File: config.mk
export PLATFORM = sky130hd
export DESIGN_NAME = tsb_walker
export DESIGN_NICKNAME = d
export VERILOG_FILES = /design/src/rtl/tsb_walker.sv
export SDC_FILE = /design/constraint.sdc
export NUM_CORES = 1
export LEC_CHECK = 0
export BUFFER_PORTS_ARGS = -buffer_cell sky130_fd_sc_hd__buf_2
export CAP_MARGIN = 20
export CORE_UTILIZATION = 30
export DETAILED_ROUTE_END_ITERATION = 16
export HOLD_SLACK_MARGIN = 0.05
export PLACE_DENSITY = 0.67
export SETUP_SLACK_MARGIN = 0.4
export SLEW_MARGIN = 20
export SYNTH_ARGS = -nofsm -noshare
export SYNTH_HDL_FRONTEND = slang
export SYNTH_SLANG_ARGS = --single-unit
export TNS_END_PERCENT = 1
File: constraint.sdc
create_clock -name clk -period 2.1 [get_ports clk]
set_input_delay 0.21 -clock clk [delete_from_list [all_inputs] [get_ports clk]]
set_output_delay 0.21 -clock clk [all_outputs]
set_load 0.05 [all_outputs]
File: src/rtl/tsb_walker.sv
module tsb_walker #(
  parameter int VA_W  = 48,
  parameter int PA_W  = 40,
  parameter int TTE_W = 64
) (
  input  logic               clk,
  input  logic               rst_n,
  input  logic               miss_valid,
  output logic               miss_ready,
  input  logic [VA_W-1:0]    miss_va,
  input  logic [PA_W-1:0]    base_addr,
  input  logic [3:0]         base_size,
  output logic               mem_req_valid,
  input  logic               mem_req_ready,
  output logic [PA_W-1:0]    mem_req_addr,
  input  logic               mem_rsp_valid,
  input  logic [2*TTE_W-1:0] mem_rsp_data,
  output logic               fill_valid,
  output logic [TTE_W-1:0]   fill_tte,
  output logic               retry,
  output logic               slow_miss
);
  localparam int PG_SH = 13;
  localparam int VPN_W = VA_W - PG_SH;

  typedef enum logic [2:0] {S_IDLE, S_READ, S_CMP, S_FILL, S_MISS} state_t;
  state_t state;

  logic [VPN_W-1:0] vpn_q;
  logic [PA_W-1:0]  ptr_q;
  logic             sent_q;
  logic [TTE_W-1:0] tag_q, data_q;

  logic [PA_W-1:0] tbl_mask, idx_off, ptr_d;
  logic            hit;

  assign tbl_mask = (PA_W'(1) << (5'd13 + {1'b0, base_size})) - PA_W'(1);
  assign idx_off  = PA_W'({miss_va[VA_W-1:PG_SH], 4'b0000});
  assign ptr_d    = (base_addr & ~tbl_mask) | (idx_off & tbl_mask);
  assign hit      = data_q[TTE_W-1] && (tag_q[VPN_W-1:0] == vpn_q);

  always_ff @(posedge clk) begin
    if (!rst_n) begin
      state  <= S_IDLE;
      sent_q <= 1'b0;
      vpn_q  <= '0;
      ptr_q  <= '0;
      tag_q  <= '0;
      data_q <= '0;
    end else begin
      unique case (state)
        S_IDLE: if (miss_valid) begin
          vpn_q  <= miss_va[VA_W-1:PG_SH];
          ptr_q  <= ptr_d;
          sent_q <= 1'b0;
          state  <= S_READ;
        end
        S_READ: begin
          if (mem_req_valid && mem_req_ready) sent_q <= 1'b1;
          if (sent_q && mem_rsp_valid) begin
            tag_q  <= mem_rsp_data[TTE_W-1:0];
            data_q <= mem_rsp_data[2*TTE_W-1:TTE_W];
            state  <= S_CMP;
          end
        end
        S_CMP:   state <= hit ? S_FILL : S_MISS;
        default: state <= S_IDLE;
      endcase
    end
  end

  assign miss_ready    = (state == S_IDLE);
  assign mem_req_valid = (state == S_READ) && !sent_q;
  assign mem_req_addr  = ptr_q;
  assign fill_valid    = (state == S_FILL);
  assign retry         = (state == S_FILL);
  assign fill_tte      = data_q;
  assign slow_miss     = (state == S_MISS);

  AST_REQ_HOLD: assert property (@(posedge clk) disable iff (!rst_n)
    mem_req_valid && !mem_req_ready |=> mem_req_valid && $stable(mem_req_addr));
  AST_REQ_ONCE: assert property (@(posedge clk) disable iff (!rst_n)
    mem_req_valid && mem_req_ready |=> !mem_req_valid);
  AST_REQ_ALIGN: assert property (@(posedge clk) disable iff (!rst_n)
    mem_req_valid |-> mem_req_addr[3:0] == 4'b0000);
  AST_BUSY_NO_REQ: assert property (@(posedge clk) disable iff (!rst_n)
    miss_ready |-> !mem_req_valid);
  AST_ONE_RESULT: assert property (@(posedge clk) disable iff (!rst_n)
    !(fill_valid && slow_miss));
  AST_PULSE_FILL: assert property (@(posedge clk) disable iff (!rst_n)
    fill_valid |=> !fill_valid && miss_ready);
  AST_PULSE_SLOW: assert property (@(posedge clk) disable iff (!rst_n)
    slow_miss |=> !slow_miss && miss_ready);
  AST_FILL_VALID_BIT: assert property (@(posedge clk) disable iff (!rst_n)
    fill_valid |-> fill_tte[TTE_W-1]);
  AST_RETRY_WITH_FILL: assert property (@(posedge clk) disable iff (!rst_n)
    retry == fill_valid);
endmodule

### Yosys cells after proc, flatten, opt, wreduce, memory -nomap -nowiden

Cells that the tools add are included.

| storage, ports and cells | value |
|---|---|
| flip-flop bits (word level) | 178 |
| output and inout port bits | 109 |
| logic and storage cells | 39 |

| cells by class | value |
|---|---|
| add/subtract/negate cells | 2 |
| equality and inequality tests | 8 |
| shift-type cells | 1 |
| muxes and demuxes | 7 |
| bitwise logic cells | 4 |
| reduce and logical (&&, ||, !) cells | 11 |

Operators with widths:

| operator | count |
|---|---|
| $and A39 B40 Y40 | 1 |
| $and A40 B40 Y40 | 1 |
| $not A40 Y40 | 1 |
| $or A40 B40 Y40 | 1 |
| $shl A1 B5 Y40 const A | 1 |
| $sub A40 B2 Y40 const B | 1 |
| $eq A35 B35 Y1 | 1 |
| $mux W3 | 3 |
| $pmux W3 S3 | 1 |
| $eq A3 B2 Y1 const B | 2 |
| $ne A2 B2 Y1 const B | 3 |
| $reduce_and A2 Y1 | 3 |
| $add A4 B4 Y5 const A | 1 |
| $logic_and A1 B1 Y1 | 4 |
| $eq A3 B1 Y1 const B | 1 |
| $eq A3 B3 Y1 const B | 1 |
| $logic_not A3 Y1 | 1 |
| $reduce_and A3 Y1 | 1 |
| $mux W1 | 2 |
| $pmux W1 S2 | 1 |
| $reduce_bool A2 Y1 | 1 |
| $logic_not A1 Y1 | 1 |

### Longest topological paths before layout

Gate-level depths: netlist (run 1).

| depth | value |
|---|---|
| depth after elaboration | 6 |
| mapped depth | 7 |
| depth with buffers taken out | 6 |

### Worst setup path after synthesis (run 1)

OpenSTA, ideal clock, no wires.

| timing | value |
|---|---|
| path type | reg2out |
| from | reg state[2] |
| to | out slow_miss |
| data arrival time | 1646 ps |
| data required time | 1890 ps |
| slack | 244 ps |
| cell stages (with the launch flop) | 2 |
| buffers on the path | 0 |
| path through | dfxtp_1 -> nor3b_1 |

| between the ends | value |
|---|---|
| word-level cells in the longest chain between the ends | 1 |

Ends and longest elaborated chain:

| item | line | RTL |
|---|---|---|
| from (decl) | 27 | `state_t state;` |
| from (signal assigned) | 66 | `S_CMP: state <= hit ? S_FILL : S_MISS;` |
| $eq A3 B3 Y1 | 78 | `assign slow_miss = (state == S_MISS);` |
| to (decl) | 21 | `output logic slow_miss` |

No other way between the ends.

### Worst setup path in the final report (run 1)

| timing | value |
|---|---|
| from | reg tag_q[33] |
| to | reg state[2] |

| between the ends | value |
|---|---|
| word-level cells in the longest chain between the ends | 4 |

Ends and longest elaborated chain:

| item | line | RTL |
|---|---|---|
| from (decl) | 32 | `logic [TTE_W-1:0] tag_q, data_q;` |
| from (signal assigned) | 61 | `tag_q <= mem_rsp_data[TTE_W-1:0];` |
| $eq A35 B35 Y1 | 40 | `assign hit = data_q[TTE_W-1] && (tag_q[VPN_W-1:0] == vpn_q);` |
| $logic_and A1 B1 Y1 | 40 |  |
| $mux W3 | 66 |  |
| $pmux W3 S3 | 51 | `unique case (state)` |

No other way between the ends.
A chain may end at the register's enable or synchronous reset.

==> results of run 1 <==
[layout by cell type (no fill, tap or decap), types with 3 or more instances in the layout]
cell           netlist  layout
mux2i_1             20      20
inv_6                0       6
o21ai_0             17      17
a211oi_1            10      10
clkbuf_16            0      17
diode_2              0       4
a211oi_2             3       3
inv_8                0       4
dfxtp_1            178     176
nand2_1            308     307
nor2_1              20      20
inv_1                3       3
nand3_1              6       6
buf_4                5      14
buf_12               0       5
xnor2_1             30      30
buf_2               21     284
dlygate4sd3_1        0     142
a21oi_1            161     161
nand4_1              8       8
nor3_1               5       5
nor2b_1              4       4
[layer usage]
| layer | vias up | part of all wire | GRT usage |
|---|---|---|---|
| li1 | 3689 | - | - |
| met1 | 3372 | 0.43 | 0.226 |
| met2 | 242 | 0.50 | 0.336 |
| met3 | 26 | 0.057 | 0.0504 |
| met4 | 0 | 0.014 | 0.0613 |
| met5 | - | 0 | 0 |
[area by class of cell]
type | count | area (um^2)
diodes | 4 | 10.0
multi-input cells | 628 | 3140
repair buffers | 445 | 3050
flip-flops and latches | 178 | 3570
clock buffers | 18 | 439
well taps | 313 | 392
inverters | 4 | 20.0
clock inverters | 14 | 183
fillers | 2155 | 12000
[registers in the layout (all words and copies together) (netlist names)]
name	cells
fill_tte	64
mem_req_addr	40
tag_q	35
vpn_q	35
state	3
sent_q	1
[cells by family (layout without fill, tap and decap cells)]
logic type / Yosys count / count (layout) / share of synthesized area
muxes: 20 / 20 / 0.0286
buffers and inverters: 66 / 481 / 0.0451
adders and majority gates: 1 / 1 / 0.00179
xor gates and xnor gates: 32 / 32 / 0.0401
AOI/OAI and AO/OA: 202 / 202 / 0.156
DFF: 178 / 178 / 0.510
and+or+nand+nor: 371 / 371 / 0.218
other: 1 / 6 / 0.000536
[repair_timing]
item / 4_1_cts / 5_1_grt
setup endpoints to repair: 3 / 21
hold buffers: 142 / 0
setup buffers: 0 / 6
endpoints found under the hold margin: 145 / 0
gates resized for setup: 3 / 1
pin swaps: 0 / 3
[where the power goes]
| part | internal (mW) | switching (mW) |
|---|---|---|
| clock network | 1.85 | 1.51 |
| registers | 3.49 | 0.0723 |
| logic | 0.523 | 0.687 |
[worst max-delay path, delay by kind of cell, from the launching register on]
kind                      cells  cell delay (ns)
AOI/OAI and AO/OA             1             0.37
xor gates and xnor gates      1             0.18
DFF                           1             0.32
and+or+nand+nor               3             0.72
[worst paths after layout]
check	cells after the start	slack, ns	start	to
min	3	0.07	base_addr[22]	mem_req_addr[22]
min reg2reg	2	0.45	fill_tte[35]	fill_tte[35]
max	5	0.41	tag_q[33]	state[2]
max reg2reg	5	0.41	tag_q[33]	state[2]
==> run_results.csv, run 1 <==
group,metric,value,unit
status,status,"finished, final reports clean",
yosys,synth-seq-cells,178,
route,vias,7329,
floorplan,start_util,0.307,
placed_design,hpwl,14300,um
clock_tree,cts_buffer_depth,2,
critical_path,cp.arrival,2.01,ns
yosys,synth-main-ff-cell,"dfxtp_1",
sta,hold_violations,0,
route,wl_per_cell,14.2,um
yosys,synthTopCellsByArea,"dfxtp_1 (51%), nand2_1 (17%), a21oi_1 (12%), xnor2_1 (3.8%), mux2i_1 (2.9%)",
sta,fin_crit,1.69,ns
critical_path,crit_path_end_kind,"flop",
sta,finalCritPeriodShare,0.803,
yosys,synth_edf_count,0,
placed_design,place.gp.congestion,0.791,
clock_tree,cts.reportedPaths.clkPinSlew,0.07,ns
clock_tree,cts_max_level,4,
yosys,yosysSeqAreaShare,0.510,
yosys,yosys.area.top_type,"dfxtp_1",
critical_path,max_stage_delay,0.37,ns
grt,grt_max_degree,96,
critical_path,start_kind,"flop",
yosys,syn_avg_cell_area,8.03,um^2
clock_tree,cts_sinks,178,
grt,grt_pass1_wl,36200,um
sta,max_freq,593,MHz
yosys,yosysMostFrequentCell,"nand2_1",
flow_run,drv_cap,0,
cells_and_area,final_nets,1500,
sta,layout_setup_ws,0.413,ns
placed_design,placed_area,0.00869,mm^2
yosys,synth_common_cells,"nand2_1 (308), dfxtp_1 (178), a21oi_1 (161)",
grt,grt-ovfl-total,0,
power_and_ir_drop,p_leak,4.55,nW
route,drt_iter0_markers,451,
cells_and_area,finish.instance_area,0.0108,mm^2
placed_design,dp_cells,1420,
sta,setup_viol,0,
route,firstDrtPassIters,5,
power_and_ir_drop,p_total,8.13,mW
yosys,synth_warnings,0,
floorplan,die_y,155,um
critical_path,path_cells,"xor2_1 -> a2111o_1 -> nor4_2 -> nand4_1 -> nor2b_1",
clock_tree,cts_made_buffers,17,
critical_path,crit_type,"flop to flop",
grt,antenna_found_initial,4,
sta,tns,0,ns
floorplan,fp.dieW,155,um
clock_tree,cts-root-buf,"clkbuf_16",
cells_and_area,stdcell_count,1604,
cells_and_area,syn_to_final_growth,54.5,%
route,drc,0,
yosys,synthArstFlopShare,0,
route,vias_per_cell,4.57,
grt,grt_pass1_vias,7300,
sta,finClkSkew,0.0124,ns
sta,drv_slew,0,
clock_tree,cts_tree,"built",
yosys,netlist_area,0.00699,mm^2
yosys,yosys.area.top_type_share,0.510,
power_and_ir_drop,cellPowerDensity,753,mW/mm^2
floorplan,die_area,0.0239,mm^2
placed_design,preCtsSetupSlack,0.424,ns
critical_path,cp_slowest_cell,"a2111o_1",
placed_design,port-buffer-count,285,
route,drt-total-wl,22800,um
yosys,ys_types,48,
cells_and_area,utilization,0.474,
grt,grt_usage,0.191,
power_and_ir_drop,peakVddDrop,451,uV
critical_path,required,2.43,ns
floorplan,core,0.0228,mm^2
route,antenna_left,0,
sta,rsz0062_at_grt,"true",
critical_path,crit_fanout,3,
sta,worst_hold_slack,0.0736,ns
yosys,syn_inst,871,
floorplan,io_pins,334,
hold_path,hold_class,"input port to flop",
cells_and_area,drive_above_1_share,0.274,
floorplan,placement_rows,55,
clock_tree,clkLatencyLatePin,0.43,ns
No activity file was read; power rests on OpenSTA's default activity.
==> inputs of run 2 (changes only) <==
- PLACE_DENSITY: 0.67 -> 0.69
- clock period: 2.1 -> 1.4 ns (I/O delays scaled with it)
==> run_results.csv, run 2 (synthesis results as in run 1) <==
group,metric,value,unit
status,status,"finished, violations left",
status,violations,"setup timing",
cells_and_area,drive_above_1_share,0.449,
flow_run,drv_cap,0,
grt,grt_max_degree,66,
power_and_ir_drop,p_clk_frac,0.387,
clock_tree,cts_made_buffers,17,
floorplan,start_util,0.307,
power_and_ir_drop,swShare,0.281,
power_and_ir_drop,p_int,9.00,mW
cells_and_area,final_nets,1527,
critical_path,crit_path_end_kind,"flop",
placed_design,port-buffer-count,285,
grt,grt_pass1_vias,8048,
sta,worst_pin_slew,0.538,ns
clock_tree,cts.reportedPaths.clkPinSlew,0.07,ns
route,drc,0,
critical_path,cp.arrival,1.86,ns
route,vias,7725,
clock_tree,cts_buffer_depth,2,
critical_path,crit_type,"flop to flop",
cells_and_area,stdcell_count,1635,
power_and_ir_drop,cellPowerDensity,985,mW/mm^2
critical_path,start_kind,"flop",
cells_and_area,largest_register_ffs,64,
critical_path,path_cells,"xor2_1 -> a2111o_1 -> nor4_2 -> nand4_1 -> nor2b_1",
grt,antenna_found_initial,9,
route,drt_iter0_markers,398,
cells_and_area,final_cell_mix,"nand2_1 (236), buf_2 (176), dlygate4sd3_1 (152), a21oi_1 (132), buf_8 (100)",
floorplan,fp.dieW,155,um
floorplan,io_pins,334,
critical_path,crit_fanout,3,
floorplan,die_y,155,um
power_and_ir_drop,power_frac_comb,0.181,
route,wl_per_cell,16.6,um
clock_tree,cts_tree,"built",
critical_path,cp_slowest_cell,"a2111o_1",
sta,setup_viol,31,
sta,tns,-1.06,ns
critical_path,path_delay_family,"simple AND/OR/NAND/NOR gates",
cells_and_area,regArea,0.00372,mm^2
grt,grt_usage,0.218,
route,antenna_left,0,
critical_path,required,1.72,ns
critical_path,max_stage_delay,0.35,ns
placed_design,hpwl,15400,um
clock_tree,clkLatencyLatePin,0.44,ns
clock_tree,cts_max_level,4,
sta,slew_headroom,0.641,
clock_tree,cts-root-buf,"clkbuf_16",
floorplan,core,0.0228,mm^2
cells_and_area,fillers,1867,
power_and_ir_drop,peakVddDrop,782,uV
sta,drv_slew,0,
clock_tree,cts_sinks,178,
sta,finalCritPeriodShare,1.10,
route,vias_per_cell,4.72,
floorplan,die_area,0.0239,mm^2
sta,fin_crit,1.54,ns
route,firstDrtPassIters,6,
power_and_ir_drop,switchingPower,3.52,mW
critical_path,crit_buf_inv,0,
placed_design,place.gp.congestion,0.816,
sta,finClkSkew,0.0185,ns
sta,rsz0062_at_grt,"true",
sta,layout_setup_ws,-0.144,ns
sta,max_freq,648,MHz
cells_and_area,multi_input_area,0.00354,mm^2
placed_design,dp_cells,1442,
grt,grt_pass1_wl,40500,um
power_and_ir_drop,p_seq_frac,0.432,
route,drt-total-wl,27100,um
cells_and_area,syn_to_final_growth,81.8,%
sta,hold_violations,0,
grt,grt-ovfl-total,0,
power_and_ir_drop,p_leak,5.00,nW
hold_path,hold_class,"input port to flop",
cells_and_area,final_common_cell,"nand2_1",
floorplan,placement_rows,55,
-- run 2: cell count changes in the layout (fill, tap and decap cells not counted), moves of 70 or more --
cell | before | now
buf_2 | 284 | 176
dfxtp_1 | 176 | 73
buf_8 | 0 | 100
dfxtp_2 | 2 | 94
nand2_1 | 307 | 236
nand2_2 | 2 | 72
-- run 2: path summary, 6_finish.rpt --
check,from,endpoint,slack [ns],depth (start not counted)
worst max-delay path,tag_q[33],state[2],-0.14,5
worst max register to register,tag_q[33],state[2],-0.14,5
worst min-delay path,base_addr[15],mem_req_addr[15],0.09,3
worst min register to register,fill_tte[44],fill_tte[44],0.47,2
-- run 2: per-stage QoR --
| step | area, um^2 | utilization | power, mW | setup WS [ns] | hold slack [ns] |
|---|---|---|---|---|---|
| after detailed placement | 8930 | 0.392 | 7.00 | -0.281 | 0.386 |
| after global routing | 12700 | 0.558 | 13.0 | -0.207 | 0.0741 |
| final | 12700 | 0.558 | 12.5 | -0.144 | 0.0917 |
| after floorplan | 7020 | - | 6.40 | -0.321 | 0.276 |
| after global placement | 8930 | 0.392 | 6.98 | -0.269 | 0.380 |
| after CTS | 12500 | 0.550 | 12.5 | -0.121 | 0.0596 |
-- run 2: what timing repair did --
action                     CTS  global route
hold endpoints to repair   157             0
hold buffers               152             0
buffers inserted             1             0
pin swaps                   73            25
setup endpoints to repair  287           287
resized for setup          527            45
-- run 2: area by class of cell --
class | instances | share of cell area
clock inverter | 14 | 0.0122
timing repair buffer | 472 | 0.348
tap | 313 | 0.0308
antenna | 8 | 0.00157
clock buffer | 18 | 0.0338
inverter | 4 | 0.00157
multi-input combinational | 628 | 0.279
sequential | 178 | 0.293
-- run 2: layer usage --
layer	share of wire	wire [um]	track usage	up-vias
met4	0.027	740	0.0886	4
met1	0.40	10800	0.236	3616
met2	0.51	13900	0.391	293
met3	0.062	1690	0.0678	69
met5	0.0010	27	0	-
li1	-	-	-	3743
-- run 2: worst reg2reg max path: stages, from the launching register on --
cell and delay (ns):
dfxtp_2 0.32, xor2_1 0.16, a2111o_1 0.35, nor4_2 0.19, nand4_1 0.22, nor2b_1 0.18
-- run 2: power by group through the flow --
stage	registers, mW	logic (mW)	clock network [mW]
floorplan	5.78	0.618	0
global placement	5.45	1.53	0
detailed placement	5.45	1.55	0
CTS	5.41	2.17	4.96
global route	5.43	2.39	5.14
finish	5.41	2.27	4.84
==> inputs of run 3 (changes only) <==
- CELL_PAD_IN_SITES_DETAIL_PLACEMENT: unset -> 0
- CELL_PAD_IN_SITES_GLOBAL_PLACEMENT: unset -> 1
- CORE_UTILIZATION: 30 -> 29
- PLACE_DENSITY: 0.69 -> 0.87
- SETUP_SLACK_MARGIN: 0.4 -> 0.02
==> run_results.csv, run 3 (synthesis results as in run 1) <==
group,metric,value,unit
grt,grt_max_degree,74,
clock_tree,cts_tree,"built",
flow_run,drv_cap,0,
floorplan,core,0.0235,mm^2
floorplan,die_area,0.0247,mm^2
clock_tree,cts_max_level,4,
cells_and_area,drive_above_1_share,0.319,
route,drt_iter0_markers,352,
grt,grt_pass1_vias,7399,
route,vias_per_cell,4.55,
placed_design,port-buffer-count,285,
critical_path,crit_path_end_kind,"flop",
sta,drv_slew,0,
placed_design,placed_area,0.00898,mm^2
floorplan,die_y,157,um
placed_design,place.gp.congestion,0.824,
route,drc,0,
sta,fin_crit,1.51,ns
cells_and_area,syn_to_final_growth,62.9,%
power_and_ir_drop,peakVddDrop,775,uV
clock_tree,cts_buffer_depth,2,
sta,finClkSkew,0.0141,ns
power_and_ir_drop,p_leak,4.76,nW
clock_tree,clkLatencyLatePin,0.43,ns
placed_design,preCtsSetupSlack,-0.178,ns
floorplan,placement_rows,56,
floorplan,io_pins,334,
status,status,"finished, violations left",
cells_and_area,finish.instance_area,0.0114,mm^2
floorplan,start_util,0.297,
power_and_ir_drop,cellPowerDensity,1080,mW/mm^2
route,vias,7476,
sta,hold_violations,0,
cells_and_area,final_cell_mix,"nand2_1 (301), buf_2 (280), dfxtp_1 (173), dlygate4sd3_1 (153), a21oi_1 (135)",
floorplan,fp.dieW,157,um
route,drt-total-wl,24200,um
grt,antenna_found_initial,4,
sta,layout_setup_ws,-0.114,ns
cells_and_area,final_common_cell,"nand2_1",
grt,grt_pass1_wl,37200,um
critical_path,crit_fanout,3,
sta,max_freq,660,MHz
critical_path,required,1.71,ns
critical_path,cp.arrival,1.83,ns
cells_and_area,largest_register_ffs,64,
critical_path,start_kind,"flop",
sta,finalCritPeriodShare,1.08,
sta,rsz0062_at_grt,"true",
clock_tree,cts.reportedPaths.clkPinSlew,0.07,ns
sta,setup_viol,8,
cells_and_area,final_nets,1534,
hold_path,hold_class,"input port to flop",
placed_design,hpwl,15800,um
status,violations,"setup timing",
route,antenna_left,0,
route,wl_per_cell,14.7,um
clock_tree,cts_sinks,178,
clock_tree,cts_made_buffers,17,
grt,grt-ovfl-total,0,
critical_path,crit_type,"flop to flop",
route,firstDrtPassIters,6,
grt,grt_usage,0.193,
clock_tree,cts-root-buf,"clkbuf_16",
==> run 3: layer usage <==
metal / vias up / global-route usage / routed length, um
met5: - / 0 / 13
met2: 232 / 0.325 / 11600
met1: 3441 / 0.233 / 10400
met4: 2 / 0.0656 / 599
li1: 3757 / - / -
met3: 44 / 0.0559 / 1520
==> run 3: where the power goes <==
part / switching (mW) / internal (mW) / total (mW)
clock: 2.14 / 2.88 / 5.02
sequential: 0.102 / 5.23 / 5.33
combinational: 1.11 / 0.894 / 2.00
==> run 3: worst max-delay path, cell delays in order (launching register included) <==
cell	delay, ns
dfxtp_1	0.33
xnor2_1	0.21
o2111ai_1	0.17
nor4_2	0.29
nand4_1	0.20
nor2b_2	0.21
==> run 3: worst paths after layout <==
check / from / to / slack [ns] / cells past startpoint
worst min register to register: mem_req_addr[32] / mem_req_addr[32] / 0.45 / 2
worst max register to register: tag_q[9] / state[2] / -0.11 / 5
worst min-delay path: mem_req_ready / sent_q / 0.09 / 4
worst max-delay path: tag_q[9] / state[2] / -0.11 / 5
==> run 3: what timing repair did <==
action | in CTS | in global routing
setup endpoints to repair | 47 | 128
hold buffers | 153 | 0
resized for setup | 33 | 41
buffers inserted | 1 | 0
endpoints found under the hold margin | 156 | 0
pin swaps | 17 | 23
==> run 3: final cells by class <==
| class | count | area, um^2 |
|---|---|---|
| Timing Repair Buffer | 479 | 3450 |
| Tap cell | 319 | 399 |
| Inverter | 4 | 20.0 |
| Clock buffer | 18 | 439 |
| Fill cell | 2236 | 12200 |
| Multi-Input combinational cell | 628 | 3320 |
| Sequential cell | 178 | 3580 |
| Clock inverter | 13 | 171 |
| Antenna cell | 4 | 10.0 |
==> run 3: per-stage QoR <==
step	hold WS (ns)	power, mW	cells	setup TNS (ns)	utilization
3_5_place_dp	0.385	7.03	1454	-0.397	0.382
2_1_floorplan	0.276	6.39	872	-24.08	-
6_report	0.0868	12.4	1643	-0.418	0.484
5_1_grt	0.0644	12.9	1642	-2.18	0.484
3_3_place_gp	0.380	7.01	1454	-0.325	0.382
4_1_cts	0.0503	12.5	1639	-0.471	0.477
